File: src/rtl/oled_cmd_pkg.sv
package oled_cmd_pkg;

    localparam int BYTE_W = 8;
    localparam logic [BYTE_W-1:0] CTRL_CMD  = 8'h80;
    localparam logic [BYTE_W-1:0] CTRL_DATA = 8'h40;

    typedef enum logic [1:0] {
        ST_IDLE,
        ST_CMD,
        ST_DATA,
        ST_ARG
    } mode_e;

    typedef enum logic [2:0] {
        OP_COL_LO,
        OP_COL_HI,
        OP_START,
        OP_PAGE,
        OP_FLAG,
        OP_SKIP,
        OP_NOP,
        OP_BAD
    } op_cls_e;

    typedef enum logic [1:0] {
        FL_MIRROR,
        FL_ALLON,
        FL_INVERSE,
        FL_ENABLE
    } flag_e;

    typedef struct packed {
        op_cls_e    cls;
        flag_e      flag;
        logic       val;
        logic [5:0] arg;
    } op_dec_t;

endpackage

File: src/rtl/oled_op_decode.sv
module oled_op_decode
    import oled_cmd_pkg::*;
(
    input  logic [BYTE_W-1:0] op,
    output op_dec_t           dec
);

    always_comb begin
        dec.cls  = OP_BAD;
        dec.flag = FL_MIRROR;
        dec.val  = op[0];
        dec.arg  = op[5:0];
        if (op[7:4] == 4'h0) begin
            dec.cls = OP_COL_LO;
        end else if (op[7:4] == 4'h1) begin
            dec.cls = OP_COL_HI;
        end else if (op[7:6] == 2'b01) begin
            dec.cls = OP_START;
        end else if (op[7:4] == 4'hB) begin
            dec.cls = OP_PAGE;
        end else if (op >= 8'hC0 && op <= 8'hC8) begin
            dec.cls = OP_NOP;
        end else begin
            case (op)
                8'hE3: dec.cls = OP_NOP;
                8'h81, 8'hA8, 8'hAD, 8'hD3, 8'hD5,
                8'hD8, 8'hD9, 8'hDA, 8'hDB: dec.cls = OP_SKIP;
                8'hA0, 8'hA1: begin dec.cls = OP_FLAG; dec.flag = FL_MIRROR;  end
                8'hA4, 8'hA5: begin dec.cls = OP_FLAG; dec.flag = FL_ALLON;   end
                8'hA6, 8'hA7: begin dec.cls = OP_FLAG; dec.flag = FL_INVERSE; end
                8'hAE, 8'hAF: begin dec.cls = OP_FLAG; dec.flag = FL_ENABLE;  end
                default:      dec.cls = OP_BAD;
            endcase
        end
    end

endmodule

File: src/rtl/oled_mode_fsm.sv
module oled_mode_fsm
    import oled_cmd_pkg::*;
(
    input  logic              clk,
    input  logic              rst_n,
    input  logic              rx_valid,
    input  logic [BYTE_W-1:0] rx_byte,
    input  logic              bus_start,
    input  logic              bus_stop,
    input  op_dec_t           dec,
    output logic              cmd_go,
    output logic              data_wr,
    output logic              ctrl_err
);

    mode_e state, state_nx;
    logic  evt;

    assign evt = bus_start | bus_stop;

    always_ff @(posedge clk) begin
        if (!rst_n) state <= ST_IDLE;
        else        state <= state_nx;
    end

    always_comb begin
        state_nx = state;
        cmd_go   = 1'b0;
        data_wr  = 1'b0;
        ctrl_err = 1'b0;
        if (evt) begin
            state_nx = ST_IDLE;
        end else if (rx_valid) begin
            unique case (state)
                ST_IDLE: begin
                    if (rx_byte == CTRL_CMD)       state_nx = ST_CMD;
                    else if (rx_byte == CTRL_DATA) state_nx = ST_DATA;
                    else                           ctrl_err = 1'b1;
                end
                ST_CMD: begin
                    cmd_go   = 1'b1;
                    state_nx = (dec.cls == OP_SKIP) ? ST_ARG : ST_IDLE;
                end
                ST_DATA: data_wr  = 1'b1;
                ST_ARG:  state_nx = ST_IDLE;
            endcase
        end
    end

    AST_EVENT_TO_IDLE: assert property (@(posedge clk) disable iff (!rst_n)
        evt |=> (state == ST_IDLE));
    AST_ARG_ONE_BYTE: assert property (@(posedge clk) disable iff (!rst_n)
        (state == ST_ARG && rx_valid && !evt) |=> (state == ST_IDLE));
    AST_CMD_LEAVES: assert property (@(posedge clk) disable iff (!rst_n)
        (state == ST_CMD && rx_valid && !evt && dec.cls != OP_SKIP) |=> (state == ST_IDLE));
    AST_DATA_STAYS: assert property (@(posedge clk) disable iff (!rst_n)
        (state == ST_DATA && !evt) |=> (state == ST_DATA));

endmodule

File: src/rtl/oled_disp_regs.sv
module oled_disp_regs
    import oled_cmd_pkg::*;
#(
    parameter int NUM_COLS  = 132,
    parameter int NUM_PAGES = 8,
    parameter int LINE_W    = 6,
    parameter int PAGE_W    = $clog2(NUM_PAGES),
    parameter int ADDR_W    = $clog2(256 + (NUM_PAGES - 1) * NUM_COLS)
)(
    input  logic              clk,
    input  logic              rst_n,
    input  logic              cmd_go,
    input  logic              data_wr,
    input  logic              ctrl_err,
    input  op_dec_t           dec,
    input  logic [BYTE_W-1:0] rx_byte,
    output logic              fb_we,
    output logic [ADDR_W-1:0] fb_addr,
    output logic [BYTE_W-1:0] fb_wdata,
    output logic [BYTE_W-1:0] col,
    output logic [PAGE_W-1:0] page,
    output logic [LINE_W-1:0] start_line,
    output logic              mirror,
    output logic              all_on,
    output logic              inverse,
    output logic              disp_en,
    output logic              err
);

    localparam logic [BYTE_W-1:0] COL_LAST = BYTE_W'(NUM_COLS - 1);

    logic bad_op;
    assign bad_op = cmd_go && (dec.cls == OP_BAD);

    always_ff @(posedge clk) begin
        if (!rst_n) begin
            col        <= '0;
            page       <= '0;
            start_line <= '0;
            mirror     <= 1'b0;
            all_on     <= 1'b0;
            inverse    <= 1'b0;
            disp_en    <= 1'b0;
        end else if (data_wr) begin
            if (col < COL_LAST) col <= col + 1'b1;
        end else if (cmd_go) begin
            unique case (dec.cls)
                OP_COL_LO: col        <= {col[7:4], dec.arg[3:0]};
                OP_COL_HI: col        <= {dec.arg[3:0], col[3:0]};
                OP_START:  start_line <= dec.arg[LINE_W-1:0];
                OP_PAGE:   page       <= dec.arg[PAGE_W-1:0];
                OP_FLAG: begin
                    unique case (dec.flag)
                        FL_MIRROR:  mirror  <= dec.val;
                        FL_ALLON:   all_on  <= dec.val;
                        FL_INVERSE: inverse <= dec.val;
                        FL_ENABLE:  disp_en <= dec.val;
                    endcase
                end
                OP_SKIP, OP_NOP, OP_BAD: ;
            endcase
        end
    end

    always_ff @(posedge clk) begin
        if (!rst_n) begin
            fb_we    <= 1'b0;
            fb_addr  <= '0;
            fb_wdata <= '0;
            err      <= 1'b0;
        end else begin
            fb_we <= data_wr;
            err   <= ctrl_err | bad_op;
            if (data_wr) begin
                fb_addr  <= ADDR_W'(col) + ADDR_W'(page) * ADDR_W'(NUM_COLS);
                fb_wdata <= rx_byte;
            end
        end
    end

    AST_COL_HOLDS_LAST: assert property (@(posedge clk) disable iff (!rst_n)
        (data_wr && col == COL_LAST) |=> (col == COL_LAST));
    AST_PAGE_KEPT_ON_DATA: assert property (@(posedge clk) disable iff (!rst_n)
        data_wr |=> $stable(page));
    AST_WE_AFTER_DATA: assert property (@(posedge clk) disable iff (!rst_n)
        data_wr |=> (fb_we && fb_wdata == $past(rx_byte)));
    AST_BAD_OP_INERT: assert property (@(posedge clk) disable iff (!rst_n)
        bad_op |=> (err && $stable(col) && $stable(page) && $stable(start_line)
                    && $stable(mirror) && $stable(inverse)));
    AST_CTRL_ERR_INERT: assert property (@(posedge clk) disable iff (!rst_n)
        ctrl_err |=> (err && !fb_we && $stable(col) && $stable(disp_en)));

endmodule

File: src/rtl/oled_cmd_interp.sv
module oled_cmd_interp
    import oled_cmd_pkg::*;
#(
    parameter int NUM_COLS  = 132,
    parameter int NUM_PAGES = 8,
    parameter int LINE_W    = 6,
    parameter int PAGE_W    = $clog2(NUM_PAGES),
    parameter int ADDR_W    = $clog2(256 + (NUM_PAGES - 1) * NUM_COLS)
)(
    input  logic              clk,
    input  logic              rst_n,
    input  logic              rx_valid,
    input  logic [7:0]        rx_byte,
    input  logic              bus_start,
    input  logic              bus_stop,
    output logic              fb_we,
    output logic [ADDR_W-1:0] fb_addr,
    output logic [7:0]        fb_wdata,
    output logic [7:0]        col,
    output logic [PAGE_W-1:0] page,
    output logic [LINE_W-1:0] start_line,
    output logic              mirror,
    output logic              all_on,
    output logic              inverse,
    output logic              disp_en,
    output logic              err
);

    op_dec_t dec;
    logic    cmd_go, data_wr, ctrl_err;

    oled_op_decode i_decode (
        .op  (rx_byte),
        .dec (dec)
    );

    oled_mode_fsm i_fsm (
        .clk       (clk),
        .rst_n     (rst_n),
        .rx_valid  (rx_valid),
        .rx_byte   (rx_byte),
        .bus_start (bus_start),
        .bus_stop  (bus_stop),
        .dec       (dec),
        .cmd_go    (cmd_go),
        .data_wr   (data_wr),
        .ctrl_err  (ctrl_err)
    );

    oled_disp_regs #(
        .NUM_COLS  (NUM_COLS),
        .NUM_PAGES (NUM_PAGES),
        .LINE_W    (LINE_W),
        .PAGE_W    (PAGE_W),
        .ADDR_W    (ADDR_W)
    ) i_regs (
        .clk        (clk),
        .rst_n      (rst_n),
        .cmd_go     (cmd_go),
        .data_wr    (data_wr),
        .ctrl_err   (ctrl_err),
        .dec        (dec),
        .rx_byte    (rx_byte),
        .fb_we      (fb_we),
        .fb_addr    (fb_addr),
        .fb_wdata   (fb_wdata),
        .col        (col),
        .page       (page),
        .start_line (start_line),
        .mirror     (mirror),
        .all_on     (all_on),
        .inverse    (inverse),
        .disp_en    (disp_en),
        .err        (err)
    );

    AST_ERR_NOT_WRITE: assert property (@(posedge clk) disable iff (!rst_n)
        err |-> !fb_we);

endmodule

File: config.mk
export PLATFORM = sky130hd
export DESIGN_NAME = oled_cmd_interp
export DESIGN_NICKNAME = d
export VERILOG_FILES = /design/src/rtl/oled_cmd_pkg.sv /design/src/rtl/oled_op_decode.sv /design/src/rtl/oled_mode_fsm.sv /design/src/rtl/oled_disp_regs.sv /design/src/rtl/oled_cmd_interp.sv
export SDC_FILE = /design/constraint.sdc
export NUM_CORES = 1
export LEC_CHECK = 0
export BUFFER_PORTS_ARGS = -buffer_cell sky130_fd_sc_hd__buf_2
export CAP_MARGIN = 40
export CORE_MARGIN = 4
export CORE_UTILIZATION = 40
export CTS_BUF_LIST = sky130_fd_sc_hd__clkbuf_2 sky130_fd_sc_hd__clkbuf_4 sky130_fd_sc_hd__clkbuf_8
export DETAILED_ROUTE_END_ITERATION = 16
export MAX_ROUTING_LAYER = met4
export PLACE_DENSITY = 0.63
export SYNTH_ARGS = -nofsm -noshare
export SYNTH_HDL_FRONTEND = slang
export SYNTH_SLANG_ARGS = --single-unit
export TNS_END_PERCENT = 30
File: constraint.sdc
create_clock -name clk -period 6.3 [get_ports clk]
set_clock_uncertainty 0.1 [all_clocks]
set_input_delay 1.575 -clock clk [delete_from_list [all_inputs] [get_ports clk]]
set_output_delay 1.575 -clock clk [all_outputs]
set_load 0.1 [all_outputs]
==> Flow_metrics.wiki, run 1 <==
{| class="wikitable"
! Metric !! Value
|-
| Status || finished, final reports clean
|-
| Count of flip-flops with a built-in enable after synthesis || 0
|-
| Most used standard cells in the synthesized netlist || sky130_fd_sc_hd__nand2_1, sky130_fd_sc_hd__dfxtp_1, sky130_fd_sc_hd__a21oi_1
|-
| Pleak || roughly 1.2 nW
|-
| Peak clock frequency supported by timing || 272.9 MHz
|-
| Fraction of layout instances using a drive strength above 1 || a little over a fifth
|-
| Critical Path Source Type || input port
|-
| Number of hold violations in the final report || 0
|-
| Root Buffer Master || sky130_fd_sc_hd__clkbuf_8
|-
| Cell Int Power || 421.5 uW
|-
| Critical register-to-register path endpoint || i_regs.fb_addr[8]
|-
| Final wirelength || 6.331 mm
|-
| Dominant cells by area after synthesis || sky130_fd_sc_hd__dfxtp_1, sky130_fd_sc_hd__nand2_1, sky130_fd_sc_hd__a21oi_1, sky130_fd_sc_hd__mux2i_1, sky130_fd_sc_hd__nor2_1
|-
| Synthesized area per cell || between 8 and 9 um2
|-
| Synthesized instance count || 310
|-
| Max Cap Viol || 0
|-
| Clock-pin slew of the registers on the worst-case setup and hold paths || 0.09 ns
|-
| Type of the most critical hold path || register to register
|-
| Aggregate global routing overflow || 0
|-
| Count of cells along the worst register-to-register path || 9
|-
| Share of the yosys chip area belonging to registers || 35.09%
|-
| Cell depth of the worst setup path || 6
|-
| Switch share || roughly a quarter
|-
| DP Wirelength || 4.574 mm
|-
| Number of register bits inferred by synthesis || 44
|-
| Proportion of register bits with asynchronous set or reset after synthesis || 0%
|-
| Number of DRC markers after the initial detailed-route iteration || roughly 150
|-
| Power dissipated by switching net loads || 134.1 uW
|-
| Clock share of power || roughly two fifths
|-
| Number of remaining DRC errors || 0
|-
| Count of distinct cell types in the synthesized netlist || 58
|-
| Area of the core region || 5991 um2
|-
| Pre-Repair DR Iteration Count || 4
|-
| Wire length per cell || 14.97 um
|-
| H-tree Lvls || 2
|-
| Dominant register cell in the synthesized netlist || sky130_fd_sc_hd__dfxtp_1
|-
| Combinational share of power || 8.0%
|-
| Number of nets in the final layout || ~370
|-
| Core Util, Final || 48.41%
|-
| Wire length of the first global-routing pass || between 10 and 15 mm
|-
| Sum Neg Setup Slack || 0 ns
|-
| Non-filler instance count after layout || 423
|-
| Diode insertion count for antenna repair || 0
|-
| Final Setup Violations || 0
|-
| Highest-delay cell along the critical path || sky130_fd_sc_hd__nor4b_4
|-
| CTS sink cnt || 44
|-
| Area fraction of the dominant cell type after synthesis || 35.09%
|-
| Nets in the synthesized netlist || 329
|-
| Clock latency on the worst-skew pair || around 0.30 ns
|-
| Total setup buffers inserted after CTS || 0
|-
| Detailed-route via count || 2339
|-
| Die height || 87.22 um
|-
| Endpoint required time on the critical path || 6.37 ns
|-
| Leading cell type by number of instances after synthesis || sky130_fd_sc_hd__nand2_1
|-
| Routability Congestion || 0.7933
|-
| Largest voltage drop on the vdd net || 0.1324 mV
|-
| Worst endpoint data arrival time || 3.74 ns
|-
| Min-Delay Path Depth || 2
|-
| Die footprint || 7606 um2
|-
| Total of buffers placed on input and output ports || 54
|-
| Relative area change from synthesis to final layout || 15.55%
|-
| CTS tree || yes
|-
| Max-slew violation total from the final report || 0
|-
| Maximum fanout encountered on the critical timing path || 20
|-
| Number of cells upsized or downsized after cts || 0
|-
| Instance count after placement with tap cells included || 415
|-
| Pre-CTS setup slack || 2.288 ns
|-
| Cell accounting for the most synthesized area || sky130_fd_sc_hd__dfxtp_1
|-
| Count of antenna-violating nets left after detailed routing || 0
|-
| Syn Std Cell Area || 2510 um2
|-
| Startpoint of the lowest-slack hold path || i_regs.fb_wdata[2]
|-
| Critical path class || input port to register
|-
| Worst R2R Start || i_regs.col[2]
|-
| Worst relative slew slack || 54.80%
|-
| Post-Route Hold Slack || 0.3546 ns
|-
| Crit path max-delay family || simple AND/OR/NAND/NOR gates
|-
| Min setup slack post-route || 2.636 ns
|-
| Quantity of hold-fixing buffers added after cts || 0
|-
| Total global routing track utilization || 17.84%
|-
| Crit path cell chain || buf_2 -> or4b_1 -> a32o_1 -> a41oi_4 -> nor4b_4 -> o21ai_0
|-
| Num ports || 55
|-
| Nature of the critical path endpoint || register
|-
| Vias in the first global route || between 2000 and 2500
|-
| X dimension of the die || 87.22 um
|-
| CTS buffer count || 5
|-
| Worst-Margin Slew || around 0.67 ns
|-
| Delay of the slowest cell on the worst path || 0.55 ns
|-
| Maximum number of pins on one net before global-route repair || 29
|-
| Count of yosys warnings during synthesis || 0
|-
| Instance area at placement || 2779 um2
|-
| Layout fillers || ~640
|-
| R2r setup slk || 4.17 ns
|-
| Total Power || roughly 560 uW
|-
| Unrepaired setup endpoints after global routing || false
|-
| Minimum clock period || 3.664 ns
|-
| Power Dens Cells || approximately 190 nW/um2
|-
| Layout Cell Area excl Fill || 2900 um2
|-
| Number of standard-cell rows in the floorplan || 28
|-
| Initial standard-cell utilization of the core || 41.90%
|-
| Reg power frac || 50.1%
|-
| Buffer and inverter count on the worst path || 1
|-
| Worst Hold Path EP || i_regs.fb_wdata[2]
|-
| DR vias/cell || 5.530
|-
| Maximum buffer depth of the clock tree || 2
|-
| Share of the clock period used by the worst path after layout || 58.16%
|-
| Antenna violations before repair || 0
|}
## routing by layer
layer	wire length (um)	global-route usage, %	vias to the layer above
li1	-	-	1180
met1	3086	24.80	1107
met2	2906	26.50	43
met3	257	2.933	9
met4	80	5.579	0
met5	0	-	-
## cell usage in the layout (no fill, tap or decap), types with 13 or more instances in the layout
master	netlist	routed
sky130_fd_sc_hd__buf_2	7	54
sky130_fd_sc_hd__dfxtp_1	44	44
sky130_fd_sc_hd__nand2_1	48	48
sky130_fd_sc_hd__o21ai_0	13	13
sky130_fd_sc_hd__nor2_1	20	20
sky130_fd_sc_hd__nand3_1	13	13
sky130_fd_sc_hd__a21oi_1	29	29
## cells by family after synthesis
logic type,after synthesis,share of synthesized area (%)
simple gates,134,29.51
mux,8,3.191
fa+ha+maj,6,3.290
flops,44,35.09
xor+xnor,9,3.140
buf+inv,35,6.480
compound gates,74,19.29
## worst min-delay path: cells and delay by family, from the launching register on
| kind | cells | cell delay, ns |
|---|---|---|
| DFF | 1 | 0.32 |
| and+or+nand+nor | 1 | 0.05 |
| AOI/OAI and AO/OA | 1 | 0.05 |
## area by class of cell
cell class,instances,area (um2),area share [%]
multi-input cells,231,1466,50.56
flip-flops and latches,44,880.8,30.37
repair buffers,57,307.8,10.61
well taps,75,93.84,3.236
clock buffers,6,82.58,2.847
clock inverters,2,38.79,1.337
inverters,8,30.03,1.035
## power groups by stage
stage	Clock (mW)	Sequential, mW	Combinational (mW)
floorplan	0	0.286	0.0333
global placement	0	0.285	0.0428
detailed placement	0	0.285	0.0447
CTS	0.240	0.278	0.0449
global route	0.251	0.278	0.0493
finish	0.233	0.278	0.0447
## worst max-delay path by stage
stage          startpoint                    to  slack (ns)
4_1_cts        rx_byte[6]  i_regs.start_line[5]        2.61
3_3_place_gp   rx_byte[1]  i_regs.start_line[0]        2.38
6_report       rx_byte[6]  i_regs.start_line[5]        2.64
5_1_grt        rx_byte[6]  i_regs.start_line[5]        2.44
3_5_place_dp   rx_byte[6]  i_regs.start_line[5]        2.29
2_1_floorplan  rx_byte[6]         i_regs.col[0]        2.92
## sequential cells by signal (all words and copies together) (netlist names), 2 cells and up
signal             count
i_regs.fb_addr        11
i_regs.start_line      6
i_fsm.state            2
i_regs.fb_wdata        8
i_regs.page            3
i_regs.col             8
(Power assumes the default switching activity.)
==> inputs of run 2 (changes only) <==
Clock period 6.3 ns to 3.69 ns, I/O delays scaled along.
==> Flow_metrics.wiki, run 2 (synthesized netlist as in run 1, its figures left out) <==
{| class="wikitable"
! Metric !! Value
|-
| Status || finished, final reports clean (unchanged)
|-
| DP Wirelength || 4.582 mm (was 4.574 mm)
|-
| Largest voltage drop on the vdd net || 0.1806 mV (was 0.1324 mV)
|-
| Critical path class || input port to register (unchanged)
|-
| Storage element area || 880.8 um2 (unchanged)
|-
| Most frequent cells in the layout || sky130_fd_sc_hd__buf_2, sky130_fd_sc_hd__nand2_1, sky130_fd_sc_hd__dfxtp_1, sky130_fd_sc_hd__a21oi_1, sky130_fd_sc_hd__nor2_1 (unchanged)
|-
| Pre-Repair DR Iteration Count || 4 (unchanged)
|-
| Max-slew violation total from the final report || 0 (unchanged)
|-
| Worst R2R Start || i_regs.col[2] (unchanged)
|-
| Worst endpoint data arrival time || 3.05 ns (was 3.74 ns)
|-
| Maximum number of pins on one net before global-route repair || 22 (was 29)
|-
| Wire length per cell || 14.86 um (was 14.97 um)
|-
| CTS buffer count || 5 (unchanged)
|-
| Aggregate global routing overflow || 0 (unchanged)
|-
| Instance area at placement || 2784 um2 (was 2779 um2)
|-
| Type of the most critical hold path || register to register (unchanged)
|-
| Layout fillers || 618 (was 637)
|-
| Root Buffer Master || sky130_fd_sc_hd__clkbuf_8 (unchanged)
|-
| X dimension of the die || 87.22 um (unchanged)
|-
| Largest registers in the final layout || i_regs.fb_addr (11), i_regs.col (8), i_regs.fb_wdata (8) (unchanged)
|-
| Antenna violations before repair || 0 (unchanged)
|-
| Maximum buffer depth of the clock tree || 2 (unchanged)
|-
| Endpoint required time on the critical path || 3.75 ns (was 6.37 ns)
|-
| Area of the core region || 5991 um2 (unchanged)
|-
| Num ports || 55 (unchanged)
|-
| Nature of the critical path endpoint || register (unchanged)
|-
| Unrepaired setup endpoints after global routing || false (unchanged)
|-
| Beginning of the critical path || rx_byte[6] (unchanged)
|-
| Worst Setup EP || i_regs.start_line[4] (was i_regs.start_line[5])
|-
| Peak clock frequency supported by timing || 334.9 MHz
|-
| Number of flip-flops under the largest register name || 11 (unchanged)
|-
| CTS tree || yes (unchanged)
|-
| Clock-pin slew of the registers on the worst-case setup and hold paths || 0.08 ns (was 0.09 ns)
|-
| R2r setup slk || 1.56 ns (was 4.17 ns)
|-
| Pre-CTS setup slack || 0.3797 ns (was 2.288 ns)
|-
| Min setup slack post-route || 0.7036 ns (was 2.636 ns)
|-
| Initial standard-cell utilization of the core || 41.90% (unchanged)
|-
| Number of hold violations in the final report || 0 (unchanged)
|-
| H-tree Lvls || 2 (unchanged)
|-
| Minimum clock period || between 2 and 3 ns
|-
| Worst-Margin Slew || 0.7208 ns (was 0.6686 ns)
|-
| Detailed-route via count || 2300 (was 2339)
|-
| Vias in the first global route || 2146 (was 2159)
|-
| Final Setup Violations || 0 (unchanged)
|-
| Number of DRC markers after the initial detailed-route iteration || 175 (was 152)
|-
| CTS sink cnt || 44 (unchanged)
|-
| Register name with the most flops || i_regs.fb_addr (unchanged)
|-
| Wire length of the first global-routing pass || 10.63 mm (was 10.54 mm)
|-
| Layout Cell Area excl Fill || 2877 um2 (was 2900 um2)
|-
| DR vias/cell || 5.437 (was 5.530)
|-
| Count of antenna-violating nets left after detailed routing || 0 (unchanged)
|-
| Number of cells upsized or downsized after cts || 0 (unchanged)
|-
| Number of nets in the final layout || 366 (unchanged)
|-
| Sum Neg Setup Slack || 0 ns (unchanged)
|-
| Maximum fanout encountered on the critical timing path || 20 (unchanged)
|-
| Power Dens Cells || 302.3 nW/um2 (was 191.6 nW/um2)
|-
| Final wirelength || 6.286 mm (was 6.331 mm)
|-
| Total of buffers placed on input and output ports || 54 (unchanged)
|-
| Total Power || 869.6 uW (was 555.7 uW)
|-
| Critical Path Source Type || input port (unchanged)
|-
| Post-Route Hold Slack || 0.3539 ns (was 0.3546 ns)
|-
| Commonest non-fill, non-tap cell in the layout || sky130_fd_sc_hd__buf_2 (unchanged)
|-
| Die height || 87.22 um (unchanged)
|-
| Pleak || 1.148 nW (was 1.157 nW)
|-
| Routability Congestion || 0.8324 (was 0.7933)
|-
| Relative area change from synthesis to final layout || 14.61% (was 15.55%)
|-
| Number of standard-cell rows in the floorplan || 28 (unchanged)
|-
| Max Cap Viol || 0 (unchanged)
|-
| Number of remaining DRC errors || 0 (unchanged)
|-
| Share of the clock period used by the worst path after layout || about four fifths
|-
| Worst relative slew slack || 51.27% (was 54.80%)
|-
| Quantity of hold-fixing buffers added after cts || 0 (unchanged)
|-
| Diode insertion count for antenna repair || 0 (unchanged)
|-
| Count of cells along the worst register-to-register path || 9 (unchanged)
|-
| Total global routing track utilization || 17.70% (was 17.84%)
|-
| Fraction of layout instances using a drive strength above 1 || 20.98% (unchanged)
|-
| Critical register-to-register path endpoint || i_regs.fb_addr[8] (unchanged)
|-
| Clock latency on the worst-skew pair || 0.29 ns (was 0.30 ns)
|-
| Die footprint || 7606 um2 (unchanged)
|-
| Area occupied by multi-input gates || 1466 um2 (unchanged)
|-
| Total setup buffers inserted after CTS || 0 (unchanged)
|}
[run 2: cell types whose count changed in the layout (fill, tap and decap cells not counted), sizes merged]
| cell | before | now |
|---|---|---|
| bufinv | 1 | 0 |
| clkbuf | 6 | 7 |
[run 2: how the worst min path moves through the flow]
stage                                   from            endpoint  cells past startpoint
after floorplan               i_fsm.state[1]      i_fsm.state[1]                      2
after global placement     i_regs.fb_addr[5]   i_regs.fb_addr[5]                      2
after detailed placement  i_regs.fb_wdata[2]  i_regs.fb_wdata[2]                      2
after CTS                 i_regs.fb_wdata[2]  i_regs.fb_wdata[2]                      2
after global routing      i_regs.fb_wdata[2]  i_regs.fb_wdata[2]                      2
final                     i_regs.fb_wdata[2]  i_regs.fb_wdata[2]                      2
[run 2: final cells by class]
class / instances / share of cell area (%)
Tap cell: 75 / 3.262
Inverter: 8 / 1.044
Multi-Input combinational cell: 231 / 50.98
Timing Repair Buffer: 57 / 10.87
Sequential cell: 44 / 30.62
Clock buffer: 7 / 2.914
Clock inverter: 1 / 0.3045
[run 2: metal layers]
metal | up-vias | wire length, um | GRT usage, %
met3 | 2 | 297 | 3.311
met5 | - | 0 | -
met4 | 0 | 17 | 3.068
met1 | 1066 | 3056 | 24.33
met2 | 58 | 2916 | 27.54
li1 | 1174 | - | -
[run 2: per-stage QoR]
stage | cells | util, %
after global routing | 423 | 48.02
after detailed placement | 415 | 46.47
after global placement | 414 | 46.01
after floorplan | 310 | -
after CTS | 423 | 48.02
final | 423 | 48.02
[run 2: worst max-delay path, stage by stage]
cell                      delay (ns)
sky130_fd_sc_hd__buf_2          0.27
sky130_fd_sc_hd__or4b_1         0.46
sky130_fd_sc_hd__a32o_1         0.26
sky130_fd_sc_hd__a41oi_4        0.42
sky130_fd_sc_hd__nor4b_4        0.54
sky130_fd_sc_hd__o21ai_0        0.17
[run 2: report_power, final]
group          internal [mW]  switching [mW]  total (mW)  leakage, nW
registers              0.475        0.000222       0.475        0.354
logic                 0.0249          0.0534      0.0783        0.745
clock network          0.150           0.166       0.317       0.0493
total                  0.650           0.220       0.870         1.15
==> inputs of run 3 (changes only) <==
Clock period 3.69 ns to 2.9 ns, I/O delays scaled along.
==> Flow_metrics.wiki, run 3 (synthesized netlist as in run 1, its figures left out) <==
{| class="wikitable"
! Metric !! Value
|-
| Status || finished, final reports clean (unchanged)
|-
| Instance count after placement with tap cells included || 426 (was 415)
|-
| Number of DRC markers after the initial detailed-route iteration || 167 (was 175)
|-
| Fraction of layout instances using a drive strength above 1 || 23.40% (was 20.98%)
|-
| Final Setup Violations || 0 (unchanged)
|-
| Crit path cell chain || buf_2 -> and3b_1 -> o21ai_1 -> a41oi_4 -> buf_4 -> or4b_1 -> a21bo_1 -> a21oi_1 (was buf_2 -> or4b_1 -> a32o_1 -> a41oi_4 -> nor4b_4 -> o21ai_0)
|-
| Antenna violations before repair || 0 (unchanged)
|-
| Power Dens Cells || 404.7 nW/um2 (was 302.3 nW/um2)
|-
| Highest-delay cell along the critical path || sky130_fd_sc_hd__or4b_1 (was sky130_fd_sc_hd__nor4b_4)
|-
| Register name with the most flops || i_regs.fb_addr (unchanged)
|-
| Delay of the slowest cell on the worst path || 0.55 ns (was 0.54 ns)
|-
| Maximum number of pins on one net before global-route repair || 33 (was 22)
|-
| Worst relative slew slack || 67.21% (was 51.27%)
|-
| Detailed-route via count || 2326 (was 2300)
|-
| H-tree Lvls || 2 (unchanged)
|-
| Area occupied by multi-input gates || 1466 um2 (unchanged)
|-
| Maximum buffer depth of the clock tree || 2 (unchanged)
|-
| Area of the core region || 5991 um2 (unchanged)
|-
| Die height || 87.22 um (unchanged)
|-
| Buffer and inverter count on the worst path || 2 (was 1)
|-
| Maximum fanout encountered on the critical timing path || 15 (was 20)
|-
| Sum Neg Setup Slack || 0 ns (unchanged)
|-
| Unrepaired setup endpoints after global routing || false (unchanged)
|-
| Worst endpoint data arrival time || 2.61 ns (was 3.05 ns)
|-
| Root Buffer Master || sky130_fd_sc_hd__clkbuf_8 (unchanged)
|-
| DR vias/cell || 5.359 (was 5.437)
|-
| Clock latency on the worst-skew pair || 0.30 ns (was 0.29 ns)
|-
| Crit path max-delay family || simple AND/OR/NAND/NOR gates (unchanged)
|-
| Quantity of hold-fixing buffers added after cts || 0 (unchanged)
|-
| Number of nets in the final layout || 377 (was 366)
|-
| Total Power || 1.207 mW (was 869.6 uW)
|-
| Aggregate global routing overflow || 0 (unchanged)
|-
| Post-Route Hold Slack || 0.3505 ns (was 0.3539 ns)
|-
| GR met2 Demand/Resource || 28.09% (was 27.54%)
|-
| DP Wirelength || 4.633 mm (was 4.582 mm)
|-
| Largest voltage drop on the vdd net || 0.2478 mV (was 0.1806 mV)
|-
| Count of antenna-violating nets left after detailed routing || 0 (unchanged)
|-
| Most frequent cells in the layout || sky130_fd_sc_hd__buf_2, sky130_fd_sc_hd__nand2_1, sky130_fd_sc_hd__dfxtp_1, sky130_fd_sc_hd__a21oi_1, sky130_fd_sc_hd__nor2_1 (unchanged)
|-
| Number of flip-flops under the largest register name || 11 (unchanged)
|-
| Number of hold violations in the final report || 0 (unchanged)
|-
| X dimension of the die || 87.22 um (unchanged)
|-
| Total setup buffers inserted after CTS || 0 (unchanged)
|-
| Total of buffers placed on input and output ports || 54 (unchanged)
|-
| Largest registers in the final layout || i_regs.fb_addr (11), i_regs.col (8), i_regs.fb_wdata (8) (unchanged)
|-
| Critical path class || input port to register (unchanged)
|-
| CTS tree || yes (unchanged)
|-
| Vias in the first global route || 2226 (was 2146)
|-
| Worst-Margin Slew || 0.4953 ns (was 0.7208 ns)
|-
| Routability Congestion || 0.8184 (was 0.8324)
|-
| Number of remaining DRC errors || 0 (unchanged)
|-
| Commonest non-fill, non-tap cell in the layout || sky130_fd_sc_hd__buf_2 (unchanged)
|-
| Peak clock frequency supported by timing || 404.5 MHz
|-
| Max-slew violation total from the final report || 0 (unchanged)
|-
| Pre-Repair DR Iteration Count || 4 (unchanged)
|-
| CTS buffer count || 5 (unchanged)
|-
| Nature of the critical path endpoint || register (unchanged)
|-
| Die footprint || 7606 um2 (unchanged)
|-
| Critical Path Source Type || input port (unchanged)
|-
| Type of the most critical hold path || register to register (unchanged)
|-
| Endpoint required time on the critical path || 3.03 ns (was 3.75 ns)
|-
| Layout fillers || 593 (was 618)
|-
| Non-filler instance count after layout || 434 (was 423)
|-
| Fraction of met1 tracks used by global routing || 25.87% (was 24.33%)
|-
| Wire length of the first global-routing pass || 11.02 mm (was 10.63 mm)
|-
| Relative area change from synthesis to final layout || 18.79% (was 14.61%)
|-
| Busiest layer in global routing || met2 (unchanged)
|-
| Number of cells upsized or downsized after cts || 0 (unchanged)
|-
| Share of the clock period used by the worst path after layout || 85.25%
|-
| CTS sink cnt || 44 (unchanged)
|-
| Storage element area || 880.8 um2 (unchanged)
|-
| Pleak || 1.207 nW (was 1.148 nW)
|-
| Wire length per cell || 14.92 um (was 14.86 um)
|-
| Total global routing track utilization || 18.56% (was 17.70%)
|-
| Max Cap Viol || 0 (unchanged)
|-
| Number of standard-cell rows in the floorplan || 28 (unchanged)
|-
| Clock-pin slew of the registers on the worst-case setup and hold paths || 0.09 ns (was 0.08 ns)
|-
| Num ports || 55 (unchanged)
|-
| Initial standard-cell utilization of the core || 41.90% (unchanged)
|-
| Routing usage on met3 || 3.311% (unchanged)
|-
| Final wirelength || 6.474 mm (was 6.286 mm)
|-
| Minimum clock period || 2.472 ns
|-
| Diode insertion count for antenna repair || 0 (unchanged)
|}
==> run 3: changes by cell type in the layout (fill, tap and decap cells not counted) <==
cell	delta
sky130_fd_sc_hd__buf_4	+11
sky130_fd_sc_hd__clkbuf_4	-2
sky130_fd_sc_hd__bufinv_16	+1
sky130_fd_sc_hd__clkinv_4	-1
sky130_fd_sc_hd__clkinvlp_4	+1
sky130_fd_sc_hd__inv_6	+1
==> run 3: path summary, 6_finish.rpt <==
| kind | slack [ns] | start | endpoint | cells after the start |
|---|---|---|---|---|
| setup / recovery | 0.43 | rx_byte[6] | i_fsm.state[0] | 8 |
| hold / removal | 0.35 | i_regs.fb_addr[5] | i_regs.fb_addr[5] | 2 |
| setup reg to reg | 0.83 | i_regs.page[0] | i_regs.fb_addr[8] | 9 |
| hold reg to reg | 0.35 | i_regs.fb_addr[5] | i_regs.fb_addr[5] | 2 |
==> run 3: cell type report <==
| class | count | share of cell area, % |
|---|---|---|
| clock inverters | 3 | 1.553 |
| well taps | 75 | 3.147 |
| repair buffers | 68 | 13.26 |
| multi-input cells | 231 | 49.18 |
| inverters | 8 | 1.007 |
| flip-flops and latches | 44 | 29.54 |
| clock buffers | 5 | 2.308 |
==> run 3: tightest hold or removal path: cells and delay by family, from the launching register on <==
| kind | cells | cell delay, ns |
|---|---|---|
| flip-flops | 1 | 0.31 |
| AO/OA/AOI/OAI | 1 | 0.05 |
| AND/OR/NAND/NOR | 1 | 0.05 |
==> run 3: metrics by stage <==
| stage | cell area [um2] | utilization, % | setup slack (ns) |
|---|---|---|---|
| CTS | 2982 | 49.77 | 0.4347 |
| detailed placement | 2867 | 47.85 | 0.1265 |
| global route | 2982 | 49.77 | 0.3063 |
| global placement | 2839 | 47.39 | 0.1916 |
| floorplan | 2510 | - | 0.2851 |
| finish | 2982 | 49.77 | 0.4278 |
==> run 3: per-layer routing <==
layer,up-vias,share of wire (%),wire [um]
met3,6,3.6,236
met2,41,46,2955
met5,-,0,0
li1,1195,-,-
met4,0,0.88,57
met1,1084,50,3225
==> run 3: power breakdown <==
group	internal, mW	total, mW	switching, mW
combinational	0.0377	0.108	0.0702
sequential	0.604	0.604	0.000278
clock	0.260	0.495	0.235
